[src/rtl/dcc_run_compare.sv]
module dcc_run_compare #(
    parameter int RUN_W = 16
) (
    input  logic clk,
    input  logic rst,
    input  logic start_i,
    input  logic active_i,
    input  logic d_i,
    input  logic d_prev_i,
    input  logic f_i,
    input  logic f_prev_i,
    output logic hi_mis_o,
    output logic lo_mis_o
);

    // index 1 tracks high runs, index 0 tracks low runs
    typedef struct packed {
        logic [RUN_W-1:0]            dcnt;
        logic [RUN_W-1:0]            fcnt;
        logic [1:0][RUN_W-1:0]       dlen;
        logic [1:0][RUN_W-1:0]       flen;
        logic [1:0]                  dv;
        logic [1:0]                  fv;
    } run_t;

    run_t r_d, r_q;
    logic [1:0] mis;

    always_comb begin
        logic d_edge, f_edge;
        r_d    = r_q;
        mis    = '0;
        d_edge = d_i ^ d_prev_i;
        f_edge = f_i ^ f_prev_i;
        if (start_i) begin
            r_d.dcnt = RUN_W'(1);
            r_d.fcnt = RUN_W'(1);
            r_d.dv   = '0;
            r_d.fv   = '0;
        end else if (active_i) begin
            r_d.dcnt = d_edge ? RUN_W'(1) : ((&r_q.dcnt) ? r_q.dcnt : r_q.dcnt + 1'b1);
            r_d.fcnt = f_edge ? RUN_W'(1) : ((&r_q.fcnt) ? r_q.fcnt : r_q.fcnt + 1'b1);
            for (int p = 0; p < 2; p++) begin
                if (d_edge && (d_prev_i == p[0])) begin
                    r_d.dlen[p] = r_q.dcnt;
                    r_d.dv[p]   = 1'b1;
                end
                if (f_edge && (f_prev_i == p[0])) begin
                    r_d.flen[p] = r_q.fcnt;
                    r_d.fv[p]   = 1'b1;
                end
                if (r_d.dv[p] && r_d.fv[p]) begin
                    mis[p]    = (r_d.dlen[p] != r_d.flen[p]);
                    r_d.dv[p] = 1'b0;
                    r_d.fv[p] = 1'b0;
                end
            end
        end
    end

    always_ff @(posedge clk) begin
        if (rst) begin
            r_q <= '0;
        end else begin
            r_q <= r_d;
        end
    end

    assign hi_mis_o = mis[1];
    assign lo_mis_o = mis[0];

endmodule

[config.mk]
export PLATFORM = sky130hd
export DESIGN_NAME = dcc_run_compare
export DESIGN_NICKNAME = d
export VERILOG_FILES = /design/src/rtl/dcc_run_compare.sv
export SDC_FILE = /design/constraint.sdc
export NUM_CORES = 1
export LEC_CHECK = 0
export ABC_CLOCK_PERIOD_IN_PS = 3360
export CORE_MARGIN = 2
export CORE_UTILIZATION = 50
export CTS_BUF_LIST = sky130_fd_sc_hd__clkbuf_2
export CTS_CLUSTER_SIZE = 16
export DETAILED_ROUTE_END_ITERATION = 7
export DONT_BUFFER_PORTS = 1
export MAX_ROUTING_LAYER = met4
export PLACE_DENSITY = 0.69
export SLEW_MARGIN = 20
export SYNTH_ARGS = -nofsm -noshare
export SYNTH_HDL_FRONTEND = slang
export SYNTH_SLANG_ARGS = --single-unit
[constraint.sdc]
create_clock -name clk -period 3.36 [get_ports clk]
set_clock_uncertainty 0.05 [all_clocks]
set_input_delay 0.336 -clock clk [delete_from_list [all_inputs] [get_ports clk]]
set_output_delay 0.336 -clock clk [all_outputs]
set_load 0.02 [all_outputs]
==> results of run 1 <==
## cell usage after synthesis (all sizes together), types with 2 or more instances
| cell | n | area [um2] |
|---|---|---|
| or3 | 2 | 12.5 |
| ha | 7 | 87.6 |
| or2 | 3 | 18.8 |
| nor3 | 10 | 55.1 |
| a31oi | 5 | 31.3 |
| and4 | 3 | 26.3 |
| nand3 | 19 | 95.1 |
| nand4b | 2 | 17.5 |
| or4 | 13 | 101 |
| a21oi | 96 | 495 |
| xnor2 | 32 | 280 |
| o22ai | 5 | 31.3 |
| and3 | 7 | 43.8 |
| a211oi | 2 | 15.0 |
| buf | 31 | 188 |
| nor2 | 16 | 62.6 |
| o31ai | 3 | 27.5 |
| mux2i | 67 | 671 |
| o21ai | 24 | 139 |
| nand2 | 166 | 626 |
| clkbuf | 29 | 109 |
| nand4 | 13 | 96.3 |
| dfxtp | 100 | 2000 |
| inv | 12 | 45.0 |
| nor4 | 5 | 37.5 |
## cells in the final DEF, fill, tap and decap left out, types with 2 or more instances in the layout
cell             n
inv_1           12
a31oi_1          5
clkinv_2         2
nand4b_1         2
o31ai_1          2
nor3_1           9
dfxtp_1        100
a211oi_1         2
o22ai_1          5
nand4_1         12
nor2_1          15
xnor2_1         32
and3_1           7
mux2i_1         67
ha_1             7
clkbuf_2         9
o21ai_2          2
o21ai_1          6
nor4_1           4
buf_4           10
or4_1           12
or3_1            2
and4_1           3
dlygate4sd3_1    4
nand2_1        165
o21ai_0         15
or2_2            2
a21oi_1         94
nand3_1         19
clkinv_1         2
## logic make-up (layout without fill, tap and decap cells)
family,count (synthesis),count (layout),synth area share
DFF,100,100,0.370
xor gates and xnor gates,32,32,0.0518
AOI/OAI and AO/OA,143,143,0.149
buffers and inverters,72,43,0.0632
and+or+nand+nor,261,261,0.223
adders and majority gates,7,7,0.0162
muxes,68,68,0.126
## through the flow
stage,total power [W],utilization,setup WS [ns]
floorplan,0.00135,-,1.05
finish,0.00193,0.532,0.544
detailed placement,0.00137,0.514,0.857
global placement,0.00136,0.514,0.915
global route,0.00201,0.532,0.355
CTS,0.00195,0.530,0.515
## power breakdown
part	switching [W]	total (W)	internal, W
Combinational	0.000117	0.000173	0.0000555
Sequential	0.00000731	0.00120	0.00119
Clock	0.000397	0.000559	0.000162
## routing by layer
metal  track usage  vias up
li1              -     2299
met1         0.327     2236
met2         0.410      175
met3        0.0639       28
met4        0.0769        0
met5             -        -
## layout make-up
| cell class | instances | area [um2] |
|---|---|---|
| flip-flops and latches | 100 | 2000 |
| multi-input cells | 511 | 3060 |
| well taps | 136 | 170 |
| clock buffers | 9 | 45.0 |
| clock inverters | 6 | 56.3 |
| fillers | 972 | 4880 |
| inverters | 12 | 45.0 |
| repair buffers | 16 | 158 |
## worst register-to-register path: cells and delay by family, from the launching register on
kind / cells / cell delay (ns)
AO/OA/AOI/OAI: 3 / 0.77
AND/OR/NAND/NOR: 2 / 0.74
flip-flops: 1 / 0.57
adder cells (fa/ha/maj): 1 / 0.31
## path summary, 6_finish.rpt
path | from | endpoint | cells past startpoint
worst min register to register | r_q[4] | r_q[4] | 2
worst max register to register | r_q[84] | r_q[89] | 6
worst max-delay path | r_q[87] | lo_mis_o | 6
worst min-delay path | active_i | r_q[98] | 3
## what timing repair did
item	4_1_cts	5_1_grt
resized for setup	0	0
setup buffers	0	0
hold buffers	5	0
setup endpoints to repair	0	0
endpoints found under the hold margin	84	0
==> results.sh, run 1 <==
export IMPL_status="finished, final reports clean"
export IMPL_max_slew_worst_pin_slew_ns=0.978
export IMPL_clk_latency_ns=0.58
export IMPL_clk_pin_slew_ns=0.24
export IMPL_clock_root_buffer="clkbuf_2"
export IMPL_nets=665
export IMPL_cts_tree="yes"
export IMPL_met1_length_um=6180
export IMPL_crit_required_ns=2.97
export IMPL_die_w_um=108
export IMPL_rsz0062_at_grt="no"
export IMPL_largest_register="r_q"
export IMPL_dieArea_mm2=0.0117
export IMPL_min_period_ns=2.82
export IMPL_grt_pass1_vias=4451
export IMPL_drtAntennaViolNets=0
export IMPL_synth_main_ff_cell="dfxtp_1"
export IMPL_dp_hpwl_um=9350
export IMPL_maxCapViolations=0
export IMPL_start_util=0.519
export IMPL_clk_path_buf_depth=2
export IMPL_dieHeight_um=108
export IMPL_dp_cells=769
export IMPL_grt_max_degree=69
export IMPL_slowest_stage="dfxtp_1"
export IMPL_ys_seq_area_frac=0.370
export IMPL_vias_per_cell=6.00
export IMPL_largest_reg_flops=100
export IMPL_reg_top3="r_q: 100 flops"
export IMPL_final_area_mm2=0.00554
export IMPL_avgSynthCellArea_um2=7.92
export IMPL_cts_sinks=100
export IMPL_async_flop_share=0
export IMPL_fin_crit_sh=0.838
export IMPL_wl_met2_um=6610
export IMPL_power_density_mw_per_mm2=349
export IMPL_fmax_mhz=355
export IMPL_syn_to_final_growth_pct=2.45
export IMPL_std_cell_rows=37
export IMPL_synth_edf_count=0
export IMPL_drtIter0Drc=373
export IMPL_synth_cells=683
export IMPL_drcViolationCount=0
export IMPL_crit_arrival_ns=2.43
export IMPL_grt_pass1_wl_um=22800
export IMPL_postRouteWirelength_um=14100
export IMPL_core_area_mm2=0.0104
export IMPL_wl_per_cell_um=17.9
export IMPL_io_buffers=0
export IMPL_setup_violations=0
export IMPL_hp_class="in2reg"
export IMPL_top_layer="met4"
export IMPL_relSlewSlack=0.346
export IMPL_stdcell_count=790
export IMPL_hold_violations=0
export IMPL_antenna_found_initial=0
export IMPL_placed_area_mm2=0.00536
export IMPL_yosys_warnings=0
export IMPL_gp_congestion=0.903
export IMPL_end_kind="output pin"
export IMPL_ys_types=52
export IMPL_overflow=0
export IMPL_reg2reg_setup_slack_ns=0.83
export IMPL_grtUsageTotal=0.258
export IMPL_pin_count=10
export IMPL_vias=4738
export IMPL_path_max_fanout=10
export IMPL_path_class="reg2out"
export IMPL_hold_ws_ns=0.0492
export IMPL_crit_family="flip-flops"
export IMPL_htree_levels=3
export IMPL_antenna_cells=0
export IMPL_finalMaxSlewViolations=0
export IMPL_netlist_area_mm2=0.00541
export IMPL_critPathBufInv=1
export IMPL_numCtsBuffers=9
export IMPL_synth_nets=698
export IMPL_drive_gt1_frac=0.0627
export IMPL_drt_first_pass_iters=5
export IMPL_wl_met3_um=1070
export IMPL_cp_start_kind="register"
export IMPL_ir_drop_mv=0.168
export IMPL_cp_cell_sequence="mux2i_1 > xnor2_1 > nand4_1 > nor4_1 > nor3_1 > buf_4"
export IMPL_max_stage_delay_ns=0.73
export IMPL_ys_seq_elements=100
export IMPL_leakage_nw=1.80
export IMPL_tns_ns=0
No activity file was read; power rests on OpenSTA's default activity.
==> run 2: changes to the inputs <==
--- a/config.mk
+++ b/config.mk
@@ -5,7 +5,7 @@
 export SDC_FILE = /design/constraint.sdc
 export NUM_CORES = 1
 export LEC_CHECK = 0
-export ABC_CLOCK_PERIOD_IN_PS = 3360
+export ABC_CLOCK_PERIOD_IN_PS = 2500
 export CORE_MARGIN = 2
 export CORE_UTILIZATION = 50
 export CTS_BUF_LIST = sky130_fd_sc_hd__clkbuf_2
@@ -13,7 +13,7 @@
 export DETAILED_ROUTE_END_ITERATION = 7
 export DONT_BUFFER_PORTS = 1
 export MAX_ROUTING_LAYER = met4
-export PLACE_DENSITY = 0.69
+export PLACE_DENSITY = 0.72
 export SLEW_MARGIN = 20
 export SYNTH_ARGS = -nofsm -noshare
 export SYNTH_HDL_FRONTEND = slang
==> constraint.sdc (replaced) <==
create_clock -name clk -period 2.5 [get_ports clk]
set_clock_uncertainty 0.05 [all_clocks]
set_input_delay 0.25 -clock clk [delete_from_list [all_inputs] [get_ports clk]]
set_output_delay 0.25 -clock clk [all_outputs]
set_load 0.02 [all_outputs]
==> run 2 against run 1 <==
  * Cell area increased by 7.2%
  * Worst setup slack worse by 0.47 ns
  * Power up 47%
  * Critical path depth unchanged
  * Count of clock-buffer cells in the layout unchanged
  * Combinational power up 54%
  * Critical path type unchanged
  * Utilization is 3.8 points higher
  * Flip-flop and latch count did not move
  * Wire length increased by 5.6%
  * Non-clock buffer count up 20
  * Worst hold slack worse by 0.012 ns
==> results.sh, run 2 (same netlist as run 1, synthesis figures left out) <==
export IMPL_power_density_mw_per_mm2=479
export IMPL_drtAntennaViolNets=0
export IMPL_largest_reg_flops=100
export IMPL_crit_required_ns=2.20
export IMPL_path_max_fanout=7
export IMPL_hold_violations=0
export IMPL_vias=4846
export IMPL_final_util=0.570
export IMPL_dp_slack_ns=0.333
export IMPL_grt_pass1_vias=4619
export IMPL_start_util=0.519
export IMPL_htree_levels=3
export IMPL_clk_path_buf_depth=2
export IMPL_leakage_nw=1.95
export IMPL_dp_hpwl_um=9910
export IMPL_clock_root_buffer="clkbuf_2"
export IMPL_fin_crit_sh=0.972
export IMPL_numCtsBuffers=9
export IMPL_setup_violations=0
export IMPL_dieHeight_um=108
export IMPL_largest_register="r_q"
export IMPL_ir_drop_mv=0.398
export IMPL_overflow=0
export IMPL_setup_ws_ns=0.0698
export IMPL_grtUsageTotal=0.267
export IMPL_r2r_cells=7
export IMPL_drcViolationCount=0
export IMPL_dieArea_mm2=0.0117
export IMPL_cts_tree="yes"
export IMPL_std_cell_rows=37
export IMPL_cp_start_kind="register"
export IMPL_postRouteWirelength_um=14900
export IMPL_hold_depth=4
export IMPL_fill_cells=932
export IMPL_final_cell_mix="nand2_1 (165), a21oi_1 (94), dfxtp_1 (70)"
export IMPL_drive_gt1_frac=0.157
export IMPL_drt_first_pass_iters=6
export IMPL_end_kind="output pin"
export IMPL_reg_top3="r_q: 100 flops"
export IMPL_maxCapViolations=0
export IMPL_rsz0062_at_grt="yes"
export IMPL_path_class="reg2out"
export IMPL_pin_count=10
export IMPL_antenna_found_initial=0
export IMPL_io_buffers=0
export IMPL_finalMaxSlewViolations=0
export IMPL_vias_per_cell=5.97
export IMPL_drtIter0Drc=318
export IMPL_core_area_mm2=0.0104
export IMPL_cts_sinks=100
export IMPL_nets=685
export IMPL_gp_congestion=0.916
export IMPL_min_period_ns=2.43
export IMPL_fmax_mhz=411
export IMPL_hp_class="in2reg"
export IMPL_layout_commonest_cell="nand2_1"
export IMPL_syn_to_final_growth_pct=9.83
export IMPL_relSlewSlack=0.297
export IMPL_crit_arrival_ns=2.13
export IMPL_clk_latency_ns=0.58
export IMPL_grt_pass1_wl_um=23600
export IMPL_clk_pin_slew_ns=0.26
export IMPL_status="finished, final reports clean"
export IMPL_wl_per_cell_um=18.3
export IMPL_die_w_um=108
export IMPL_max_slew_worst_pin_slew_ns=1.05
export IMPL_grt_max_degree=69
run 2: cell types whose count changed in the layout (fill, tap and decap cells not counted), sizes merged:
cell	previous run	this run
buf	12	31
bufinv	1	3
clkinv	5	4
diode	0	1
dlygate4sd3	4	5
run 2: area by class of cell:
class,count,area [um2],area share
timing repair buffer,36,344,0.0579
clock buffer,9,45.0,0.00758
tap,136,170,0.0286
multi-input combinational,511,3160,0.533
sequential,100,2050,0.346
clock inverter,7,115,0.0194
antenna,1,2.50,0.000421
inverter,12,45.0,0.00758
run 2: what timing repair did:
item	in CTS	in global routing
resized for setup	11	45
setup buffers	0	8
endpoints found under the hold margin	97	1
endpoints found under the setup margin	2	2
pin swaps	0	6
hold buffers	5	1
cloned	0	0
run 2: through the flow:
step	instances	TNS [ns]	area [um2]	power [W]	hold WS, ns
after floorplan	683	0	5410	0.00182	0.386
after global placement	782	0	5490	0.00185	0.276
after detailed placement	782	0	5490	0.00186	0.278
after CTS	803	0	5730	0.00285	0.00463
after global routing	811	-0.00485	5940	0.00296	0.0334
final	812	0	5940	0.00285	0.0373
run 2: final timing paths:
check	from	to	slack [ns]
max	r_q[89]	hi_mis_o	0.07
min	active_i	r_q[69]	0.04
max reg2reg	r_q[84]	r_q[89]	0.19
min reg2reg	r_q[24]	r_q[24]	0.42
run 2: report_power, final:
group          leakage (nW)  internal, W  total [W]  switching [W]
registers             0.823      0.00160    0.00161     0.00000717
logic                  1.04    0.0000954   0.000266       0.000170
clock network        0.0912     0.000428   0.000975       0.000547
run 2: critical path: stages, from the launching register on:
cell and delay, ns:
dfxtp_2 0.43, mux2i_1 0.27, xnor2_1 0.16, nand4_1 0.15, nor4_2 0.28, nor3_1 0.08, buf_4 0.16
run 2: routing by layer:
| metal | share of wire | vias up | global-route usage |
|---|---|---|---|
| met4 | 0.028 | 0 | 0.112 |
| li1 | - | 2332 | - |
| met3 | 0.067 | 40 | 0.0506 |
| met1 | 0.43 | 2298 | 0.341 |
| met5 | 0 | - | - |
| met2 | 0.48 | 176 | 0.416 |
==> run 3: changes to the inputs <==
--- a/config.mk
+++ b/config.mk
@@ -6,14 +6,16 @@
 export NUM_CORES = 1
 export LEC_CHECK = 0
 export ABC_CLOCK_PERIOD_IN_PS = 2500
-export CORE_MARGIN = 2
-export CORE_UTILIZATION = 50
+export CELL_PAD_IN_SITES_DETAIL_PLACEMENT = 1
+export CELL_PAD_IN_SITES_GLOBAL_PLACEMENT = 1
+export CORE_MARGIN = 5
+export CORE_UTILIZATION = 45
 export CTS_BUF_LIST = sky130_fd_sc_hd__clkbuf_2
 export CTS_CLUSTER_SIZE = 16
 export DETAILED_ROUTE_END_ITERATION = 7
 export DONT_BUFFER_PORTS = 1
 export MAX_ROUTING_LAYER = met4
-export PLACE_DENSITY = 0.72
+export PLACE_DENSITY = 0.82
 export SLEW_MARGIN = 20
 export SYNTH_ARGS = -nofsm -noshare
 export SYNTH_HDL_FRONTEND = slang
==> run 3 against run 2 <==
  * The run now ends with negative setup slack left
  * Utilization fell by 3.2 points
  * Cell count increased by 4.9%
  * Cell area rose by 7.9%
  * Count of clock-buffer cells in the layout up 2
  * Combinational power increased by 15%
  * Power is 1.6% lower
  * Die area up 23%
  * Global-route usage is 0.70 points higher
  * Flip-flop and latch count stayed put
  * Register-to-register slack got worse by 0.08 ns
  * Sequential power hardly changed
  * Worst setup slack lost 0.19 ns
==> results.sh, run 3 (same netlist as run 1, synthesis figures left out) <==
export IMPL_hp_class="in2reg"
export IMPL_crit_required_ns=2.20
export IMPL_std_cell_rows=40
export IMPL_reg2reg_setup_slack_ns=0.11
export IMPL_grt_pass1_wl_um=29900
export IMPL_multi_input_area_mm2=0.00332
export IMPL_totalPowerFinal_w=0.00280
export IMPL_fin_crit_sh=1.05
export IMPL_critPathBufInv=1
export IMPL_fill_cells=1422
export IMPL_drcViolationCount=0
export IMPL_drtAntennaViolNets=0
export IMPL_path_class="reg2out"
export IMPL_hold_violations=0
export IMPL_gp_congestion=0.870
export IMPL_max_slew_worst_pin_slew_ns=0.661
export IMPL_relSlewSlack=0.560
export IMPL_antenna_found_initial=2
export IMPL_clk_path_buf_depth=2
export IMPL_vias_per_cell=6.27
export IMPL_grt_pass1_vias=5577
export IMPL_final_cell_mix="nand2_1 (165), a21oi_1 (94), dfxtp_1 (68)"
export IMPL_cp_start_kind="register"
export IMPL_power_density_mw_per_mm2=437
export IMPL_wl_per_cell_um=23.7
export IMPL_maxCapViolations=0
export IMPL_die_w_um=120
export IMPL_end_kind="output pin"
export IMPL_drt_first_pass_iters=5
export IMPL_slowest_stage="dfxtp_4"
export IMPL_r2r_start="r_q[69]"
export IMPL_clock_root_buffer="clkbuf_2"
export IMPL_drive_gt1_frac=0.206
export IMPL_max_stage_delay_ns=0.46
export IMPL_syn_to_final_growth_pct=18.5
export IMPL_fmax_mhz=382
export IMPL_setup_ws_ns=-0.119
export IMPL_largest_reg_flops=100
export IMPL_clk_pin_slew_ns=0.27
export IMPL_path_max_fanout=10
export IMPL_violations="negative setup slack"
export IMPL_timing_rr_end="r_q[77]"
export IMPL_finalMaxSlewViolations=0
export IMPL_min_period_ns=2.62
export IMPL_start_util=0.454
export IMPL_dieArea_mm2=0.0143
export IMPL_cp_cell_sequence="mux2i_2 > xnor2_1 > nand4_1 > nor4_2 > nor3_2 > buf_4"
export IMPL_drtIter0Drc=546
export IMPL_cts_sinks=100
export IMPL_grt_max_degree=69
export IMPL_leakage_nw=2.08
export IMPL_worst_path_stages=6
export IMPL_pin_count=10
export IMPL_overflow=0
export IMPL_grtUsageTotal=0.274
export IMPL_seq_area_mm2=0.00210
export IMPL_r2r_cells=9
export IMPL_hold_depth=3
export IMPL_reg_top3="r_q: 100 flops"
export IMPL_crit_start="r_q[77]"
export IMPL_rsz0062_at_grt="yes"
export IMPL_layout_commonest_cell="nand2_1"
export IMPL_crit_arrival_ns=2.32
export IMPL_htree_levels=3
export IMPL_setup_violations=2
export IMPL_clk_latency_ns=0.65
export IMPL_critical_path_endpoint="hi_mis_o"
export IMPL_nets=713
export IMPL_dieHeight_um=120
export IMPL_status="finished, violations left"
export IMPL_numCtsBuffers=9
export IMPL_tns_ns=-0.141
export IMPL_dp_hpwl_um=12000
export IMPL_vias=5342
export IMPL_core_area_mm2=0.0119
export IMPL_final_util=0.538
export IMPL_postRouteWirelength_um=20200
export IMPL_ir_drop_mv=0.379
export IMPL_largest_register="r_q"
export IMPL_crit_family="simple AND/OR/NAND/NOR gates"
export IMPL_io_buffers=0
export IMPL_cts_tree="yes"
run 3: changes by cell type in the layout (fill, tap and decap cells not counted), moves of 3 or more:
cell | previous run | this run
mux2i_1 | 54 | 36
buf_6 | 1 | 5
dlygate4sd3_1 | 5 | 20
clkbuf_2 | 9 | 12
buf_4 | 26 | 31
dfxtp_2 | 24 | 9
mux2i_4 | 5 | 11
dfxtp_4 | 6 | 23
mux2i_2 | 8 | 20
run 3: power by group:
group / total (W) / switching [W] / internal, W / leakage, nW
Sequential: 0.00159 / 0.0000112 / 0.00158 / 0.829
Combinational: 0.000305 / 0.000192 / 0.000113 / 1.17
Clock: 0.000903 / 0.000570 / 0.000333 / 0.0796
Total: 0.00280 / 0.000773 / 0.00203 / 2.08
run 3: timing repair:
| item | in CTS | in global routing |
|---|---|---|
| hold buffers | 19 | 2 |
| gates cloned | 0 | 0 |
| pin swaps | 16 | 9 |
| endpoints found under the hold margin | 100 | 26 |
| gates resized for setup | 71 | 38 |
| buffers inserted | 14 | 6 |
| setup endpoints to repair | 2 | 3 |
run 3: area by class of cell:
type / instances / share of cell area
flip-flops and latches: 100 / 0.328
well taps: 147 / 0.0287
clock inverters: 5 / 0.0119
inverters: 12 / 0.00703
clock buffers: 11 / 0.00859
repair buffers: 64 / 0.0982
multi-input cells: 511 / 0.517
diodes: 2 / 0.000781
run 3: how the worst min path moves through the flow:
stage             start  endpoint  slack, ns
6_report       active_i    r_q[4]       0.05
5_1_grt        active_i    r_q[8]       0.03
4_1_cts        active_i   r_q[96]      -0.31
3_5_place_dp        rst   r_q[33]       0.28
3_3_place_gp        rst   r_q[33]       0.28
2_1_floorplan   r_q[10]   r_q[10]       0.39
run 3: metal layers:
metal / share of wire / global-route usage
met5: 0 / -
met2: 0.49 / 0.453
met4: 0.044 / 0.126
met1: 0.40 / 0.314
met3: 0.063 / 0.0688
run 3: per-stage QoR:
stage	instance area [um2]	cells	hold WS, ns	setup slack [ns]
floorplan	5410	683	0.386	0.364
global placement	5570	800	0.276	0.301
finish	6410	852	0.0464	-0.119
CTS	6170	843	-0.307	-0.00434
global route	6410	852	0.0339	-0.261
detailed placement	5570	800	0.278	0.273
run 3: worst reg2reg max path, delay by kind of cell, from the launching register on:
kind / cells / cell delay, ns
buffers and inverters: 3 / 0.48
AO/OA/AOI/OAI: 2 / 0.49
AND/OR/NAND/NOR: 3 / 0.58
adder cells (fa/ha/maj): 1 / 0.26
flip-flops: 1 / 0.43
